===== src/rtl/lcd_rd_packer.sv =====
module lcd_rd_packer #(
  parameter int DUMMY_W = 4,
  parameter int SHIFT_W = 4
) (
  input  logic               clk,
  input  logic               rst_n,
  input  logic               cfg_bus16,
  input  logic [2:0]         cfg_pack_cnt,
  input  logic [DUMMY_W-1:0] cfg_dummy,
  input  logic               cfg_shift_left,
  input  logic [SHIFT_W-1:0] cfg_shift_amt,
  input  logic               cfg_swap,
  input  logic               cfg_rgb,
  input  logic [1:0]         cfg_src,
  input  logic [1:0]         cfg_wlen,
  input  logic               cfg_fmt18_hi,
  input  logic               start,
  input  logic               end_txn,
  input  logic               rd_valid,
  input  logic [15:0]        rd_data,
  input  logic               out_ready,
  output logic               out_valid,
  output logic [31:0]        out_data,
  output logic [2:0]         out_bytes,
  output logic               busy
);
  localparam int WORD_BYTES = 4;

  logic [31:0]        acc;
  logic [2:0]         nbytes, nsub;
  logic [DUMMY_W-1:0] dummy_left;
  logic [15:0]        sub_in, sub_sh;
  logic [31:0]        merged, pick, sw, rgb;
  logic [2:0]         nb_new, nsub_new, eff_cnt, pick_nb;
  logic [7:0]         r8, g8, b8;

  assign busy     = out_valid && !out_ready;
  wire   take     = rd_valid && !busy && !start;
  wire   capture  = take && (dummy_left == '0);
  wire   discard  = take && (dummy_left != '0);

  assign sub_in   = cfg_bus16 ? rd_data : {8'h00, rd_data[7:0]};
  always_comb begin
    sub_sh = cfg_shift_left ? (sub_in << cfg_shift_amt) : (sub_in >> cfg_shift_amt);
    if (!cfg_bus16) sub_sh[15:8] = 8'h00;
  end

  assign eff_cnt  = (cfg_pack_cnt == 3'd0) ? 3'd1 : cfg_pack_cnt;
  assign merged   = acc | ({16'h0000, sub_sh} << {nbytes[1:0], 3'b000});
  assign nb_new   = nbytes + (cfg_bus16 ? 3'd2 : 3'd1);
  assign nsub_new = nsub + 3'd1;
  wire   full     = (nsub_new >= eff_cnt) || (nb_new >= 3'(WORD_BYTES));
  wire   emit_cap = capture && (full || end_txn);
  wire   flush    = end_txn && !busy && !capture && (nbytes != 3'd0);
  wire   emit     = emit_cap || flush;

  assign pick     = capture ? merged : acc;
  assign pick_nb  = capture ? nb_new : nbytes;

  always_comb begin
    sw = '0;
    for (int i = 0; i < WORD_BYTES; i++)
      if (i < int'(pick_nb))
        sw[8*i +: 8] = cfg_swap ? pick[8*(int'(pick_nb)-1-i) +: 8] : pick[8*i +: 8];
  end

  always_comb begin
    case (cfg_src)
      2'd0: begin
        r8 = {sw[15:11], sw[15:13]};
        g8 = {sw[10:5], sw[10:9]};
        b8 = {sw[4:0], sw[4:2]};
      end
      2'd1: begin
        r8 = {sw[17:12], sw[17:16]};
        g8 = {sw[11:6], sw[11:10]};
        b8 = {sw[5:0], sw[5:4]};
      end
      default: begin
        r8 = sw[23:16];
        g8 = sw[15:8];
        b8 = sw[7:0];
      end
    endcase
    case (cfg_wlen)
      2'd0:    rgb = {16'h0000, r8[7:3], g8[7:2], b8[7:3]};
      2'd1:    rgb = cfg_fmt18_hi ? {r8[7:2], g8[7:2], b8[7:2], 14'h0}
                                  : {14'h0, r8[7:2], g8[7:2], b8[7:2]};
      default: rgb = {8'h00, r8, g8, b8};
    endcase
  end

  always_ff @(posedge clk or negedge rst_n) begin
    if (!rst_n) begin
      out_valid  <= 1'b0;
      out_data   <= '0;
      out_bytes  <= '0;
      acc        <= '0;
      nbytes     <= '0;
      nsub       <= '0;
      dummy_left <= '0;
    end else begin
      if (out_valid && out_ready) out_valid <= 1'b0;
      if (emit) begin
        out_valid <= 1'b1;
        out_data  <= cfg_rgb ? rgb : sw;
        out_bytes <= pick_nb;
      end
      if (start) begin
        acc        <= '0;
        nbytes     <= '0;
        nsub       <= '0;
        dummy_left <= cfg_dummy;
      end else if (discard) begin
        dummy_left <= dummy_left - 1'b1;
      end else if (emit) begin
        acc    <= '0;
        nbytes <= '0;
        nsub   <= '0;
      end else if (capture) begin
        acc    <= merged;
        nbytes <= nb_new;
        nsub   <= nsub_new;
      end
    end
  end
endmodule


===== config.mk =====
export PLATFORM = sky130hd
export DESIGN_NAME = lcd_rd_packer
export DESIGN_NICKNAME = d
export VERILOG_FILES = /design/src/rtl/lcd_rd_packer.sv
export SDC_FILE = /design/constraint.sdc
export NUM_CORES = 1
export LEC_CHECK = 0
export ABC_AREA = 1
export CORE_MARGIN = 3
export CORE_UTILIZATION = 59
export DETAILED_ROUTE_END_ITERATION = 7
export PLACE_DENSITY = 0.85
export SLEW_MARGIN = 20
export SYNTH_ARGS = -nofsm -noshare
export SYNTH_HDL_FRONTEND = slang
export SYNTH_SLANG_ARGS = --single-unit

===== constraint.sdc =====
create_clock -name clk -period 4.2 [get_ports clk]
set_input_delay 0.84 -clock clk [delete_from_list [all_inputs] [get_ports clk]]
set_output_delay 0.84 -clock clk [all_outputs]
set_load 0.01 [all_outputs]

==> impl_metrics.json <==
{
  "max_freq_mhz": 251,
  "seq_power_share_pct": 30.7,
  "synth.net_count": 1420,
  "regArea_um2": 1950,
  "syn_area_per_cell_um2": 5.79,
  "area_growth_pct": 24.9,
  "die-area_um2": 14900,
  "crit_end": "out_data[13]",
  "violations": "DRC",
  "synth_area_leaders": "dfrtp_1 25%, nand2_1 21%, nand3_1 19%",
  "min_period_over_period_pct": 94.8,
  "first_pass_iters": 8,
  "cts_tree": "done",
  "wl_met3_um": 4210,
  "tns_ns": 0,
  "initial_core_util_pct": 61.5,
  "drv_slew": 0,
  "clock_sinks": 78,
  "finalHoldViolCount": 0,
  "syn_area_um2": 7920,
  "grt.overflow.total": 0,
  "vias_per_cell": 6.21,
  "maxCapViolCount": 0,
  "place_congestion": 1.05,
  "arrival_ns": 4.22,
  "peakVddDrop_v": 0.000234,
  "rows": 41,
  "port_buffers": 78,
  "grt_max_degree": 79,
  "finClkSkew_ns": 0.0116,
  "cts_made_buffers": 9,
  "clockPowerShare_pct": 23.2,
  "initialDrtViolationCount": 1769,
  "drive_gt1_share_pct": 12.2,
  "netlist_instances": 1367,
  "power_density_nw_per_um2": 344,
  "p_sw_share_pct": 40.3,
  "async_reset_ff_share_pct": 100,
  "slew_headroom_pct": 30.3,
  "setup.worst_path.start": "out_ready",
  "hp-class": "reg -> reg",
  "drc": 2,
  "ios": 79,
  "power.switching_mw": 1.37,
  "antenna_found_initial": 0,
  "top_layer_used": "met4",
  "critPathKind": "in -> reg",
  "synth.most_common_cell": "nand2_1",
  "dp_hpwl_um": 23400,
  "synth-seq-area-share_pct": 24.6,
  "path_clk_slew_ns": 0.07,
  "cts-root-buf": "clkbuf_16",
  "wl_met2_um": 12800,
  "ys_types": 46,
  "r2r-start": "dummy_left[0]",
  "holdWs_ns": 0.483,
  "worst_setup_path_start_kind": "input pin",
  "wl_met1_um": 12200,
  "rrSetupSlack_ns": 0.72,
  "end_kind": "flip-flop",
  "synth-edff-count": 0,
  "timing.rr.end": "out_data[13]",
  "grt_util_all_layers_pct": 41.9,
  "setup_viol": 0,
  "p_int_mw": 2.04,
  "routed_wl_um": 31000,
  "vias": 10463,
  "htree_levels": 3,
  "leakage_nw": 5.02,
  "status": "finished, violations left",
  "synth_top_area_cell": "dfrtp_1",
  "ys_warn_count": 1,
  "die_w_um": 122,
  "grt_pass1_wl_um": 48900,
  "antenna_left": 0,
  "synth_top_area_share_pct": 24.6,
  "synth_seq_cells": 78,
  "grt_pass1_vias": 9603,
  "rsz0062_at_grt": "false",
  "r2r_cells": 21,
  "synth_top_flop_cell": "dfrtp_1",
  "die_h_um": 122,
  "multi_input_area_um2": 5240,
  "period_minus_slack_ns": 3.98,
  "clock_latency_ns": 0.36,
  "worst_pin_slew_ns": 1.05,
  "critPathRequiredTime_ns": 4.44,
  "critPathMaxFanout": 8,
  "ys_top_cells_by_count": "435 x nand2_1, 297 x nand3_1, 122 x inv_1, 78 x dfrtp_1, 78 x o21ai_0",
  "n_antenna_cell": 0,
  "power_frac_comb_pct": 46.1,
  "wire_per_inst_um": 18.4,
  "nets": 1561,
  "fill_cells": 1116,
  "postCtsHoldBufs": 0,
  "clk_path_buf_depth": 2,
  "coreArea_um2": 12900
}
-- layout by cell type (no fill, tap or decap), types with 3 or more instances in the layout --
cell / Yosys / routed
o211ai_1: 3 / 3
inv_2: 8 / 8
nor2_4: 3 / 3
clkinv_1: 3 / 3
or2_2: 3 / 3
nor2_1: 75 / 75
nand2_2: 6 / 9
o21ai_2: 4 / 7
dfrtp_1: 78 / 78
nand3_1: 297 / 295
o21a_1: 20 / 20
nand3_2: 4 / 6
o22ai_1: 6 / 6
inv_1: 122 / 122
ha_1: 10 / 10
o21bai_1: 8 / 8
clkdlybuf4s50_1: 0 / 76
a21oi_1: 60 / 59
buf_4: 1 / 120
clkbuf_16: 0 / 9
nand4_1: 34 / 34
a31oi_1: 8 / 6
o21ai_1: 8 / 6
nand2_1: 435 / 432
o21ai_0: 78 / 77
-- kinds of logic after synthesis --
kind of cell               Yosys count  share of synthesized area [%]
DFF                                 78                           24.6
xor gates and xnor gates             4                          0.442
and+or+nand+nor                    865                           48.1
buffers and inverters              202                           9.92
adders and majority gates           11                           1.83
AOI/OAI and AO/OA                  207                           15.1
-- area by class of cell --
class | count | share of cell area (%)
Sequential cell | 78 | 19.7
Clock inverter | 6 | 0.531
Tap cell | 172 | 2.18
Inverter | 134 | 5.11
Multi-Input combinational cell | 1087 | 52.9
Clock buffer | 10 | 2.42
Timing Repair Buffer | 198 | 17.1
-- power by group through the flow --
stage                     Sequential, mW  Clock, mW  Combinational (mW)
after detailed placement            1.05          0                1.52
after global routing                1.06      0.818                1.70
final                               1.05      0.791                1.57
after global placement              1.04          0                1.49
after CTS                           1.04      0.785                1.53
after floorplan                     1.10          0               0.719
-- flip-flops by register name (all words and copies together) (netlist names) --
name,flops
acc,32
out_bytes,3
out_valid,1
nsub,3
dummy_left,4
nbytes,3
out_data,32
-- routing by layer --
layer	track usage, %	up-vias
met4	22.0	0
li1	-	4838
met5	0	-
met1	56.1	4662
met2	60.6	821
met3	13.1	142
-- worst max-delay path: stages --
cell             delay [ns]
clkdlybuf4s50_1        0.51
nor2_4                 0.08
nor2_4                 0.12
nand2_2                0.10
nor2_4                 0.26
inv_2                  0.12
nand2_1                0.15
o21ai_2                0.08
ha_1                   0.37
ha_1                   0.26
a21oi_2                0.19
nor3_4                 0.06
buf_4                  0.16
nand3_1                0.08
nand2_1                0.10
nand2_2                0.14
nand2_1                0.11
buf_4                  0.15
nand4_1                0.08
nand2_1                0.05
o21ai_0                0.14
nand2_1                0.07
-- through the flow --
step                util, %  cell area, µm²  total power, mW  worst slack, ns  std cells
floorplan                 -            7920             1.82           0.0382       1367
global placement       74.1            9540             2.54           -0.283       1668
detailed placement     74.1            9540             2.57           -0.311       1668
CTS                    76.4            9840             3.36           0.0116       1684
global route           76.8            9890             3.58           0.0202       1685
finish                 76.8            9890             3.41            0.220       1685
-- worst min-delay path by stage --
stage                  from           end  slack (ns)  depth (start not counted)
5_1_grt         out_data[4]   out_data[4]        0.51                          2
6_report       out_data[17]  out_data[17]        0.48                          2
3_3_place_gp    out_data[9]   out_data[9]        0.46                          2
4_1_cts        out_data[14]  out_data[14]        0.49                          2
2_1_floorplan       nsub[1]       nsub[1]        0.47                          1
3_5_place_dp    out_data[8]   out_data[8]        0.47                          2
-- timing repair --
| action | in CTS | in global routing |
|---|---|---|
| setup endpoints to repair | 3 | 32 |
| endpoints found under the hold margin | 0 | 0 |
| buffers inserted | 0 | 1 |
| gates cloned | 0 | 0 |
| pin swaps | 0 | 4 |
| resized for setup | 1 | 13 |
Power figures use the tool's default switching activity.
